==> src/rtl/asram_pkg.sv <==
`timescale 1ns/100ps
package asram_pkg;

    typedef enum logic [2:0] {
        ST_IDLE,
        ST_READ,
        ST_WSET,
        ST_WDAT,
        ST_RECOV
    } asram_st_e;

    // Nanoseconds to whole cycles, rounded up, never below one cycle.
    function automatic int unsigned ns_to_cyc(int unsigned ns, int unsigned clk_ns);
        int unsigned c;
        c = (ns + clk_ns - 1) / clk_ns;
        if (c < 1) c = 1;
        return c;
    endfunction

    function automatic int unsigned umax(int unsigned a, int unsigned b);
        return (a > b) ? a : b;
    endfunction

endpackage

==> src/rtl/asram_window.sv <==
`timescale 1ns/100ps
module asram_window #(
    parameter int CW = 8
) (
    input  logic          clk,
    input  logic          rst_n,
    input  logic          load,
    input  logic [CW-1:0] load_val,
    output logic          expired
);
    logic [CW-1:0] cnt_d, cnt_q;

    always_comb begin
        cnt_d = cnt_q;
        if (load)             cnt_d = load_val;
        else if (cnt_q != '0) cnt_d = cnt_q - 1'b1;
    end

    always_ff @(posedge clk) begin
        if (!rst_n) cnt_q <= '0;
        else        cnt_q <= cnt_d;
    end

    assign expired = (cnt_q == '0);

    // once a window has run out it stays out until reloaded
    a_r8_no_wrap: assert property (@(posedge clk) disable iff (!rst_n)
        (expired && !load) |=> expired);

endmodule

==> src/rtl/asram_dbus.sv <==
`timescale 1ns/100ps
module asram_dbus #(
    parameter int DW = 8
) (
    input  logic          clk,
    input  logic          rst_n,
    input  logic          drive_nxt,
    input  logic [DW-1:0] wdata_nxt,
    input  logic          capture,
    input  logic [DW-1:0] dq_in,
    output logic          dq_oe,
    output logic [DW-1:0] dq_out,
    output logic [DW-1:0] rdata
);
    typedef struct packed {
        logic          oe;
        logic [DW-1:0] out;
        logic [DW-1:0] rd;
    } bus_t;

    bus_t b_d, b_q;

    always_comb begin
        b_d    = b_q;
        b_d.oe = drive_nxt;
        if (drive_nxt) b_d.out = wdata_nxt;
        if (capture)   b_d.rd  = dq_in;
    end

    always_ff @(posedge clk) begin
        if (!rst_n) b_q <= '0;
        else        b_q <= b_d;
    end

    assign dq_oe  = b_q.oe;
    assign dq_out = b_q.out;
    assign rdata  = b_q.rd;

    // captured byte holds steady unless a capture happened
    a_r10_rdata_hold: assert property (@(posedge clk) disable iff (!rst_n)
        !capture |=> $stable(rdata));

endmodule

==> src/rtl/asram_ctrl.sv <==
`timescale 1ns/100ps
module asram_ctrl
    import asram_pkg::*;
#(
    parameter int CLK_NS     = 10,
    parameter int FAST_GRADE = 1,
    parameter int AW         = 16,
    parameter int DW         = 8
) (
    input  logic          clk,
    input  logic          rst_n,
    input  logic          req,
    input  logic          we,
    input  logic [AW-1:0] addr,
    input  logic [DW-1:0] wdata,
    output logic          ready,
    output logic [DW-1:0] rdata,
    output logic          done,
    output logic [AW-1:0] mem_addr,
    output logic          mem_cs1_n,
    output logic          mem_cs2,
    output logic          mem_oe_n,
    output logic          mem_we_n,
    output logic [DW-1:0] dq_out,
    output logic          dq_oe,
    input  logic [DW-1:0] dq_in
);
    // Spans in nanoseconds for the chosen grade
    localparam int unsigned T_RC  = FAST_GRADE ? 85  : 100;
    localparam int unsigned T_AA  = FAST_GRADE ? 85  : 100;
    localparam int unsigned T_OE  = FAST_GRADE ? 45  : 50;
    localparam int unsigned T_OHZ = 20;
    localparam int unsigned T_WC  = FAST_GRADE ? 85  : 100;
    localparam int unsigned T_WP  = FAST_GRADE ? 60  : 70;
    localparam int unsigned T_AW  = FAST_GRADE ? 70  : 80;
    localparam int unsigned T_DW  = FAST_GRADE ? 35  : 40;
    localparam int unsigned T_WHZ = FAST_GRADE ? 25  : 30;

    // Cycle counts
    localparam int unsigned N_RD   = umax(ns_to_cyc(T_RC, CLK_NS),
                                     umax(ns_to_cyc(T_AA, CLK_NS), ns_to_cyc(T_OE, CLK_NS)));
    localparam int unsigned N_OHZ  = ns_to_cyc(T_OHZ, CLK_NS);
    localparam int unsigned N_WHZ  = ns_to_cyc(T_WHZ, CLK_NS);
    localparam int unsigned N_DWC  = ns_to_cyc(T_DW, CLK_NS);
    localparam int unsigned N_WLO  = umax(ns_to_cyc(T_WP, CLK_NS),
                                     umax(ns_to_cyc(T_AW, CLK_NS), ns_to_cyc(T_WC, CLK_NS)));
    localparam int unsigned N_WDAT = (N_WLO > N_WHZ) ? umax(N_DWC, N_WLO - N_WHZ) : N_DWC;
    localparam int unsigned N_WREC = 1;
    localparam int unsigned N_MAX  = umax(umax(N_RD, N_OHZ), umax(N_WHZ, N_WDAT));
    localparam int          CW     = $clog2(N_MAX + 1) + 1;

    typedef struct packed {
        asram_st_e     st;
        logic [AW-1:0] addr;
        logic [DW-1:0] wd;
        logic          cs1_n;
        logic          cs2;
        logic          oe_n;
        logic          we_n;
        logic          ready;
        logic          done;
    } regs_t;

    localparam regs_t RESET_V = '{
        st: ST_IDLE, addr: '0, wd: '0, cs1_n: 1'b1, cs2: 1'b0,
        oe_n: 1'b1, we_n: 1'b1, ready: 1'b1, done: 1'b0
    };

    regs_t         s_d, s_q;
    logic          win_load;
    logic [CW-1:0] win_val;
    logic          win_expired;
    logic          drive_nxt;
    logic          capture;

    always_comb begin
        s_d       = s_q;
        s_d.done  = 1'b0;
        win_load  = 1'b0;
        win_val   = '0;
        drive_nxt = dq_oe;
        capture   = 1'b0;
        case (s_q.st)
            ST_IDLE: begin
                if (req) begin
                    s_d.addr  = addr;
                    s_d.wd    = wdata;
                    s_d.ready = 1'b0;
                    s_d.cs1_n = 1'b0;
                    s_d.cs2   = 1'b1;
                    win_load  = 1'b1;
                    if (we) begin
                        s_d.st   = ST_WSET;
                        s_d.we_n = 1'b0;
                        win_val  = CW'(N_WHZ - 1);
                    end else begin
                        s_d.st   = ST_READ;
                        s_d.oe_n = 1'b0;
                        win_val  = CW'(N_RD - 1);
                    end
                end
            end
            ST_READ: begin
                if (win_expired) begin
                    capture   = 1'b1;
                    s_d.st    = ST_RECOV;
                    s_d.cs1_n = 1'b1;
                    s_d.cs2   = 1'b0;
                    s_d.oe_n  = 1'b1;
                    win_load  = 1'b1;
                    win_val   = CW'(N_OHZ - 1);
                end
            end
            ST_WSET: begin
                if (win_expired) begin
                    s_d.st    = ST_WDAT;
                    drive_nxt = 1'b1;
                    win_load  = 1'b1;
                    win_val   = CW'(N_WDAT - 1);
                end
            end
            ST_WDAT: begin
                if (win_expired) begin
                    s_d.st    = ST_RECOV;
                    s_d.cs1_n = 1'b1;
                    s_d.cs2   = 1'b0;
                    s_d.we_n  = 1'b1;
                    win_load  = 1'b1;
                    win_val   = CW'(N_WREC - 1);
                end
            end
            ST_RECOV: begin
                if (win_expired) begin
                    s_d.st    = ST_IDLE;
                    s_d.ready = 1'b1;
                    s_d.done  = 1'b1;
                    drive_nxt = 1'b0;
                end
            end
            default: s_d = RESET_V;
        endcase
    end

    always_ff @(posedge clk) begin
        if (!rst_n) s_q <= RESET_V;
        else        s_q <= s_d;
    end

    asram_window #(.CW(CW)) u_window (
        .clk      (clk),
        .rst_n    (rst_n),
        .load     (win_load),
        .load_val (win_val),
        .expired  (win_expired)
    );

    asram_dbus #(.DW(DW)) u_dbus (
        .clk       (clk),
        .rst_n     (rst_n),
        .drive_nxt (drive_nxt),
        .wdata_nxt (s_q.wd),
        .capture   (capture),
        .dq_in     (dq_in),
        .dq_oe     (dq_oe),
        .dq_out    (dq_out),
        .rdata     (rdata)
    );

    assign ready     = s_q.ready;
    assign done      = s_q.done;
    assign mem_addr  = s_q.addr;
    assign mem_cs1_n = s_q.cs1_n;
    assign mem_cs2   = s_q.cs2;
    assign mem_oe_n  = s_q.oe_n;
    assign mem_we_n  = s_q.we_n;

    // no drive while the memory's outputs are enabled
    a_r5_no_drive_oe_low: assert property (@(posedge clk) disable iff (!rst_n)
        !mem_oe_n |-> !dq_oe);
    // bus still released on the cycle after output enable rises
    a_r5_release_after_oe: assert property (@(posedge clk) disable iff (!rst_n)
        $rose(mem_oe_n) |=> !dq_oe);
    // write enable and output enable never low together
    a_r4_we_excl_oe: assert property (@(posedge clk) disable iff (!rst_n)
        !mem_we_n |-> mem_oe_n);
    // bus released when write enable falls
    a_r4_no_drive_at_we_fall: assert property (@(posedge clk) disable iff (!rst_n)
        $fell(mem_we_n) |-> !dq_oe);
    // address steady while the part stays selected
    a_r3_addr_hold: assert property (@(posedge clk) disable iff (!rst_n)
        (!mem_cs1_n && !$past(mem_cs1_n)) |-> $stable(mem_addr));
    // done is a single-cycle pulse seen together with ready
    a_r6_done_one: assert property (@(posedge clk) disable iff (!rst_n)
        done |=> !done);
    a_r6_done_ready: assert property (@(posedge clk) disable iff (!rst_n)
        done |-> ready);
    // strobes inactive whenever the block returns to idle
    a_r2_idle_gap: assert property (@(posedge clk) disable iff (!rst_n)
        $rose(ready) |-> (mem_cs1_n && !mem_cs2 && mem_oe_n && mem_we_n));

endmodule

==> config.mk <==
export PLATFORM = sky130hd
export DESIGN_NAME = asram_ctrl
export DESIGN_NICKNAME = d
export VERILOG_FILES = /design/src/rtl/asram_pkg.sv /design/src/rtl/asram_window.sv /design/src/rtl/asram_dbus.sv /design/src/rtl/asram_ctrl.sv
export SDC_FILE = /design/constraint.sdc
export NUM_CORES = 1
export LEC_CHECK = 0
export ABC_AREA = 1
export BUFFER_PORTS_ARGS = -buffer_cell sky130_fd_sc_hd__buf_2
export CAP_MARGIN = 20
export CORE_ASPECT_RATIO = 0.75
export CORE_UTILIZATION = 52
export CTS_CLUSTER_DIAMETER = 40
export DETAILED_ROUTE_END_ITERATION = 7
export HOLD_SLACK_MARGIN = 0.06
export PLACE_DENSITY = 0.8
export SETUP_SLACK_MARGIN = 0.02
export SLEW_MARGIN = 30
export SYNTH_ARGS = -nofsm -noshare
export SYNTH_HDL_FRONTEND = slang
export SYNTH_SLANG_ARGS = --single-unit
==> constraint.sdc <==
create_clock -name clk -period 1.7 [get_ports clk]
set_input_delay 0.17 -clock clk [delete_from_list [all_inputs] [get_ports clk]]
set_output_delay 0.17 -clock clk [all_outputs]
set_load 0.005 [all_outputs]
* Word level (Yosys, flattened, before mapping)
Cells that the tools add are included.
** Storage, ports and cells
- Logic and storage cells :: 79
- Bits of input ports :: 36
- Flip-flop bits (word level) :: 55
- Output and inout port bits :: 39
** Cells by class
- Add/subtract/negate cells :: 1
- Reduce and logical (&&, ||, !) cells :: 17
- Bitwise logic cells :: 5
- Mux-type cells :: 31
- Equal/unequal tests :: 12
** Operator list (number)
- $pmux 24 s2 :: 1
- $mux 32 :: 1
- $reduce_and 4->1 :: 4
- $mux 3 :: 5
- $mux 5 :: 3
- $pmux 5 s3 :: 1
- $pmux 3 s4 :: 1
- $ne 2x1->1 const B :: 5
- $mux 1 :: 9
- $pmux 1 s3 :: 3
- $reduce_or 3->1 :: 3
- $pmux 2 s4 :: 1
- $eq 3x2->1 const B :: 2
- $mux 2 :: 3
- $ne 2x2->1 const B :: 3
- $logic_not 5->1 :: 1
- $not 1->1 :: 5
- $reduce_bool 5->1 :: 1
- $sub 5x1->5 const B :: 1
- $mux 4 :: 1
- $pmux 1 s2 :: 2
- $reduce_and 2->1 :: 2
- $reduce_or 2->1 :: 2
- $reduce_or 4->1 :: 1
- 5 further kinds :: 5

* Depth between registers and ports, before layout
Gate-level depths: netlist of run 1.
- Depth in word-level cells :: 4
- Gate-level depth with buffers :: 9
- Mapped depth without buffers :: 9

* Cells and area by module
A second synthesis of run 1 with hierarchy kept.
** Unflattened totals
- Cells, all modules :: 350
- Area total of the unflattened synthesis :: 2534.9 sq um
** By module, submodules not included
- asram_ctrl :: times used 1, area an instance 1506.4 sq um, cells each 203, seq. area each 660.6 sq um
- asram_dbus :: times used 1, area an instance 735.7 sq um, cells each 105, seq. area each 340.3 sq um
- asram_window :: times used 1, area an instance 292.8 sq um, cells each 42, seq. area each 100.1 sq um

* Least setup slack after synthesis of run 1
OpenSTA, ideal clock, no wires.
- Path type :: reg2reg
- From :: register u_window.cnt_q[0]
- To :: register u_dbus.b_q, in the netlist u_dbus.dq_out[0]
- Stages on the path, launching flop included :: 9
- Required time :: 1.585 ns
- Buffers on the path :: 1
- Clock period less this slack :: 1.480 ns
- Setup time :: 0.115 ns
- Data arrival time :: 1.365 ns
- Path slack :: 0.220 ns
- Cell sequence :: dfxtp_1 inv_1 ha_1 nand3_4 inv_1 nand2_2 buf_6 a21oi_1 nor2_1
** Between the ends
- Cells in the longest elaborated chain, start to end :: 3
- Elaborated cells between the ends (all ways) :: 4
- Those cells by class :: 3 x mux; 1 x reduce/logical
** RTL lines
- from (decl) :: RTL line asram_window.sv:11 : logic [CW-1:0] cnt_d, cnt_q;
- from (signal assigned) :: RTL line asram_window.sv:21 : else cnt_q <= cnt_d;
- $logic_not 5->1 (*) :: RTL line asram_window.sv:24 : assign expired = (cnt_q == '0);
- $mux 1, on equally long branches :: RTL line asram_ctrl.sv:133, asram_ctrl.sv:115
- $pmux 1 s2 (*) :: RTL line asram_ctrl.sv:83 : case (s_q.st)
- to (signal assigned) :: RTL line asram_dbus.sv:31 : if (!rst_n) b_q <= '0;
- to (signal assigned) :: RTL line asram_dbus.sv:32 : else b_q <= b_d;
- to (decl) :: RTL line asram_dbus.sv:21 : bus_t b_d, b_q;
Mark *: on every way between the ends. The rest lies on a longest branch, timed or not.
A chain may end at the register's enable or synchronous reset.

* Worst setup path in the final report of run 1
- From :: register u_window.cnt_q[0]
- To :: register u_window.cnt_q[2]
** Between the ends
- Cells in the longest elaborated chain, start to end :: 4
- Elaborated cells between the ends (all ways) :: 10
- Those cells by class :: 1 x add/sub; 6 x mux; 3 x reduce/logical
** RTL lines
- branches (longest 4 deep; another with $sub 5x1->5)
Several ways; the timed one is not identified. The select of a mux whose other input is x is not followed.

==> out/summary.txt, run 1 <==
Share of cells above drive strength 1 = 23.8%
Die Area = 5410 µm²
# diodes = 0
Type of the most critical hold path = input pin to flop
Vias post-DR = 2506
Max-cap check violation count = 0
Status = complete, but fails checks
Clock skew = 0.00605 ns
DP HPWL = 4220 µm
DR WL met2 = 2780 µm
Drc violations = 6
M1 WL = 2840 µm
Sequential area share after synthesis = 41.4%
Worst setup path start = u_window.cnt_q[0]
Mapped Cells = 384
Synth top area share = 41.4%
IO buf count = 74
Final hold vios = 0
Final setup vio count = 0
Post-synth ARST share = 0%
R2r worst-path depth = 7
Yosys cell types = 24
CP Launch Type = flop
Ranking of synthesized cells by area = dfxtp_1, nand2_1, nor2_1
Area growth from synthesis to layout = 15.9%
Filler cells = 443
Most instantiated cells after synthesis = nand2_1, nor2_1, dfxtp_1, inv_1, nand3_1
TritonCTS clock tree = done
CP endpoint kind = flop
Nets = 479
CTS max path bufs = 2
Yosys warns = 0
Req. time, crit path = 1.94 ns
Tmin final = 1.55 ns
Syn_area_per_cell = 6.92 µm²
Worst setup endpoint = u_window.cnt_q[2]
Critical path arrival = 1.79 ns
Reg2reg end = u_window.cnt_q[2]
Total Wirelength = 5980 µm
Initial DRT Pass Iterations = 7
Initial antenna violation count = 0
Cell accounting for the most synthesized area = dfxtp_1
Layout Cells excl Fill = 502
Reg-to-reg startpoint = u_window.cnt_q[0]
Cell Pwr Density = 1920 nW/µm²
Hold Buf Count CTS = 0
TritonCTS Buffers = 5
Register bit total from synthesis = 55
Placed Cells = 494
Final Cycle Share = 91.1%
Wire length per cell = 11.9 µm
Highest net fanout along the worst path = 10
Row cnt = 22
Primary FF master, synth = dfxtp_1
GRT overflow = 0
Syn nets = 421
Vias per inst = 4.99
Die X = 84.6 µm
Total GRT Usage = 23.8%
Total core area = 4900 µm²
Detail Route Antenna Nets = 0
CTS Root Buffer Type = clkbuf_8
Number of synthesized flops with an enable pin = 0
Static leakage = 0.00164 µW
Most frequent cell after synthesis = nand2_1
Worst Hold Depth = 3
Starting Density = 54.3%
Vias in the first global route = 2289
Maximum number of pins on one net before global-route repair = 26
Tot Pwr = 5920 µW
Synthesized area = 2660 µm²
Io pins = 75
DIE HEIGHT = 63.9 µm
Clock sink count = 55
FF-to-FF setup slack = 0.15 ns
Worst IR Drop VDD = 860 µV
Top layer in use = met4
Worst skew pair latency = 0.31 ns
Pins Over Slew Limit = 0
Clock slew at reported path FFs = 0.09 ns
H-tree levels = 2
First-pass GRT wire length = 10400 µm
RSZ-0062 raised after global routing = no
Failing checks = design-rule violations
Tightest Pin Transition = 0.382 ns
Max Freq = 646 MHz
Crit path kind = flop to flop
Met3 WL = 289 µm
Rel. slew slack = 74.4%
Iter 0 DRT Violations = 243
Routability Congestion = 0.868
Setup TNS Final = 0 ns
## sequential cells by signal, summed over array words and instances (netlist names)
register and flops:
u_window.cnt_q 5, u_dbus.dq_oe 1, mem_addr 16, s_q 11, mem_cs1_n 1, done 1
mem_oe_n 1, mem_cs2 1, mem_we_n 1, ready 1, u_dbus.dq_out 8, u_dbus.rdata 8
## layer usage
layer / vias to the layer above / track usage, %
met3: 9 / 4.52
met5: - / 0
met4: 0 / 7.63
li1: 1294 / -
met2: 69 / 39.0
met1: 1134 / 31.9
## cells in the final DEF, fill, tap and decap left out
master and n:
nand2_1 67, clkbuf_8 5, dfxtp_1 55, inv_2 3, bufinv_16 1, nor3_1 1, buf_12 1, xor2_1 2
nand3_2 1, a21oi_1 41, nor2_1 63, inv_1 48, nor2_4 3, nand2_4 2, nand3_4 1, o21ai_0 11
xnor2_1 1, buf_4 9, o21ai_4 1, clkinvlp_4 1, ha_1 1, nand4_1 2, nand2_2 2, nor2_2 1
buf_2 74, nand3_1 45
## cells by family (layout without fill, tap and decap cells)
kind of cell,after synthesis,count (layout),share of synthesized area [%]
simple gates,188,188,31.2
buf+inv,84,142,15.6
xor+xnor,3,3,0.988
fa+ha+maj,1,1,0.471
compound gates,53,53,10.4
flops,55,55,41.4
## layout make-up
class                   instances  area, µm²  area share (%)
multi-input cells             245       1150            37.3
flip-flops and latches         55       1100            35.7
repair buffers                 84        458            14.9
inverters                      51        191            6.21
well taps                      60       75.1            2.44
clock buffers                   5       68.8            2.23
clock inverters                 2       37.5            1.22
## worst max-delay path, cell delays in order (launching register included)
cell and delay (ns):
dfxtp_1 0.33, inv_1 0.07, ha_1 0.26, nand3_4 0.20, nor2_1 0.07, nor2_1 0.31, nand2_1 0.12, a21oi_1 0.13
## worst min-delay path by stage
stage / from / endpoint / slack [ns]
after floorplan: dq_in[0] / u_dbus.rdata[0] / 0.30
after global placement: dq_in[0] / u_dbus.rdata[0] / 0.40
after detailed placement: dq_in[0] / u_dbus.rdata[0] / 0.40
after CTS: dq_in[7] / u_dbus.rdata[7] / 0.08
after global routing: dq_in[1] / u_dbus.rdata[1] / 0.1
final: dq_in[6] / u_dbus.rdata[6] / 0.08
## where the power goes
part | total [µW] | switching [µW] | internal, µW | leakage, µW
Combinational | 3070 | 1910 | 1160 | 0.00114
Sequential | 2010 | 273 | 1730 | 0.000450
Clock | 849 | 418 | 431 | 0.0000502
## per-stage QoR
stage | hold WS [ns] | util [%] | worst slack, ns | area [µm²]
floorplan | 0.305 | - | 0.220 | 2660
global placement | 0.396 | 60.2 | 0.150 | 2950
detailed placement | 0.403 | 60.2 | 0.0738 | 2950
CTS | 0.0816 | 62.4 | 0.0595 | 3060
global route | 0.0961 | 62.9 | 0.0203 | 3080
finish | 0.0826 | 62.9 | 0.151 | 3080
## timing repair
action	CTS	global route
resized for setup	0	2
setup buffers	0	1
endpoints found under the hold margin	0	0
setup endpoints to repair	0	14
(Power assumes the default switching activity.)
==> run 2: changes to the inputs <==
--- a/config.mk
+++ b/config.mk
@@ -9,11 +9,11 @@
 export BUFFER_PORTS_ARGS = -buffer_cell sky130_fd_sc_hd__buf_2
 export CAP_MARGIN = 20
 export CORE_ASPECT_RATIO = 0.75
-export CORE_UTILIZATION = 52
+export CORE_UTILIZATION = 50
 export CTS_CLUSTER_DIAMETER = 40
 export DETAILED_ROUTE_END_ITERATION = 7
 export HOLD_SLACK_MARGIN = 0.06
-export PLACE_DENSITY = 0.8
+export PLACE_DENSITY = 0.77
 export SETUP_SLACK_MARGIN = 0.02
 export SLEW_MARGIN = 30
 export SYNTH_ARGS = -nofsm -noshare
==> run 2 against run 1 <==
The run now ends clean. Largest power group unchanged. Clock-buffer cell count rose by 1. Hold slack lost 0.0040 ns. Clock skew down 0.0018 ns. Register-to-register slack better by 0.03 ns. Critical path depth unchanged.
==> out/summary.txt, run 2 (synthesized netlist as in run 1, its figures left out) <==
Total GRT Usage = 22.5% (was 23.8%)
Initial DRT Pass Iterations = 4 (was 7)
GRT overflow = 0 (unchanged)
Most common library cell in the layout ignoring fill and taps = buf_2 (unchanged)
CP Launch Type = flop (unchanged)
Tmin final = 1.52 ns (was 1.55 ns)
Tightest Pin Transition = 0.323 ns (was 0.382 ns)
DP HPWL = 4090 µm (was 4220 µm)
Pins Over Slew Limit = 0 (unchanged)
Placed Cells = 506 (was 494)
Most frequent cells in the layout = buf_2, nand2_1, nor2_1 (unchanged)
Max Freq = 658 MHz (was 646 MHz)
RSZ-0062 raised after global routing = no (unchanged)
Highest net fanout along the worst path = 10 (unchanged)
Vias post-DR = 2479 (was 2506)
CP endpoint kind = flop (unchanged)
Type of the most critical hold path = input pin to flop (unchanged)
Comb pwr share = 51.0% (was 51.8%)
Io pins = 75 (unchanged)
Status = completed (was complete, but fails checks)
Iter 0 DRT Violations = 135 (was 243)
Vias per inst = 4.80 (was 4.99)
Sw power = 2570 µW (was 2600 µW)
Sw Ratio = 42.1% (was 44.0%)
DIE HEIGHT = 65.2 µm (was 63.9 µm)
Share of cells above drive strength 1 = 24.3% (was 23.8%)
Total core area = 5010 µm² (was 4900 µm²)
Total Wirelength = 5760 µm (was 5980 µm)
Die Area = 5620 µm² (was 5410 µm²)
Share of power burned in registers = 32.7% (was 33.9%)
Vias in the first global route = 2289 (unchanged)
TritonCTS clock tree = done (unchanged)
Detail Route Antenna Nets = 0 (unchanged)
Wire length per cell = 11.2 µm (was 11.9 µm)
IO buf count = 74 (unchanged)
Die X = 86.2 µm (was 84.6 µm)
Setup TNS Final = 0 ns (unchanged)
H-tree levels = 2 (unchanged)
Critical path arrival = 1.73 ns (was 1.79 ns)
Clock slew at reported path FFs = 0.09 ns (about the same)
Nets = 480 (was 479)
Row cnt = 22 (unchanged)
Cell Pwr Density = 1940 nW/µm² (was 1920 nW/µm²)
Static leakage = 0.00166 µW (was 0.00164 µW)
Initial antenna violation count = 0 (unchanged)
Routability Congestion = 0.870 (was 0.868)
Req. time, crit path = 1.91 ns (was 1.94 ns)
TritonCTS Buffers = 5 (unchanged)
Worst IR Drop VDD = 809 µV (was 860 µV)
Clock skew = 0.00424 ns (was 0.00605 ns)
Int Pwr = 3530 µW (was 3320 µW)
Largest register FFs = 16 (unchanged)
# diodes = 0 (unchanged)
Area growth from synthesis to layout = 18.4% (was 15.9%)
Max-cap check violation count = 0 (unchanged)
Final hold vios = 0 (unchanged)
Final Cycle Share = 89.4% (was 91.1%)
Crit path kind = flop to flop (unchanged)
Layout Cells excl Fill = 516 (was 502)
CTS Root Buffer Type = clkbuf_8 (unchanged)
First-pass GRT wire length = 10100 µm (was 10400 µm)
Worst skew pair latency = 0.31 ns (about the same)
Clock sink count = 55 (unchanged)
CTS max path bufs = 2 (unchanged)
Clock power frac = 16.4% (was 14.3%)
Maximum number of pins on one net before global-route repair = 27 (was 26)
Final setup vio count = 0 (unchanged)
Starting Density = 53.1% (was 54.3%)
Rel. slew slack = 78.4% (was 74.4%)
Drc violations = 0 (was 6)
[run 2: path summary, 6_finish.rpt]
check	slack (ns)	to	depth (start not counted)	from
hold / removal	0.08	u_dbus.rdata[5]	3	dq_in[5]
hold reg to reg	0.46	mem_addr[9]	2	mem_addr[9]
setup reg to reg	0.18	s_q[30]	7	u_window.cnt_q[0]
setup / recovery	0.18	s_q[30]	7	u_window.cnt_q[0]
[run 2: per-layer routing]
metal  routed length, µm  vias to the layer above  GRT usage (%)  part of all wire (%)
met2                2650                       70           36.6                    46
met3                 316                        6           5.90                   5.5
met4                  48                        0           6.04                  0.83
met5                   0                        -              0                     0
met1                2740                     1104           29.8                    48
li1                    -                     1299              -                     -
[run 2: critical path: stages, from the launching register on]
cell and delay (ns):
dfxtp_1 0.31, inv_1 0.10, ha_2 0.24, nand3_4 0.18, inv_2 0.16, nand2_1 0.17, a21oi_1 0.20, nor2_1 0.06
[run 2: layout make-up]
cell class	instances	area, µm²
fill	487	1860
multi-input combinational	245	1150
sequential	55	1100
timing repair buffer	85	478
inverter	51	191
tap	72	90.1
clock buffer	6	72.6
clock inverter	2	60.1
[run 2: power by group through the flow]
stage	logic, µW	registers, µW	clock network, µW
2_1_floorplan	2360	2000	0
3_3_place_gp	2950	2010	0
3_5_place_dp	3030	2020	0
4_1_cts	3060	1990	1020
5_1_grt	3530	2050	1090
6_report	3110	1990	998
[run 2: per-stage QoR]
stage	setup WS, ns	instance area, µm²	power [µW]	utilization (%)	hold slack, ns
6_report	0.181	3150	6090	62.8	0.0785
3_3_place_gp	0.147	2980	4960	59.4	0.395
5_1_grt	0.0273	3150	6670	62.8	0.0657
3_5_place_dp	0.0399	2980	5040	59.4	0.402
4_1_cts	0.0852	3110	6070	62.2	0.0753
2_1_floorplan	0.220	2660	4360	-	0.305
[run 2: what timing repair did]
item,CTS,global route
buffers inserted,0,2
hold buffers,0,0
endpoints found under the setup margin,4,13
gates resized for setup,1,3
pin swaps,0,1
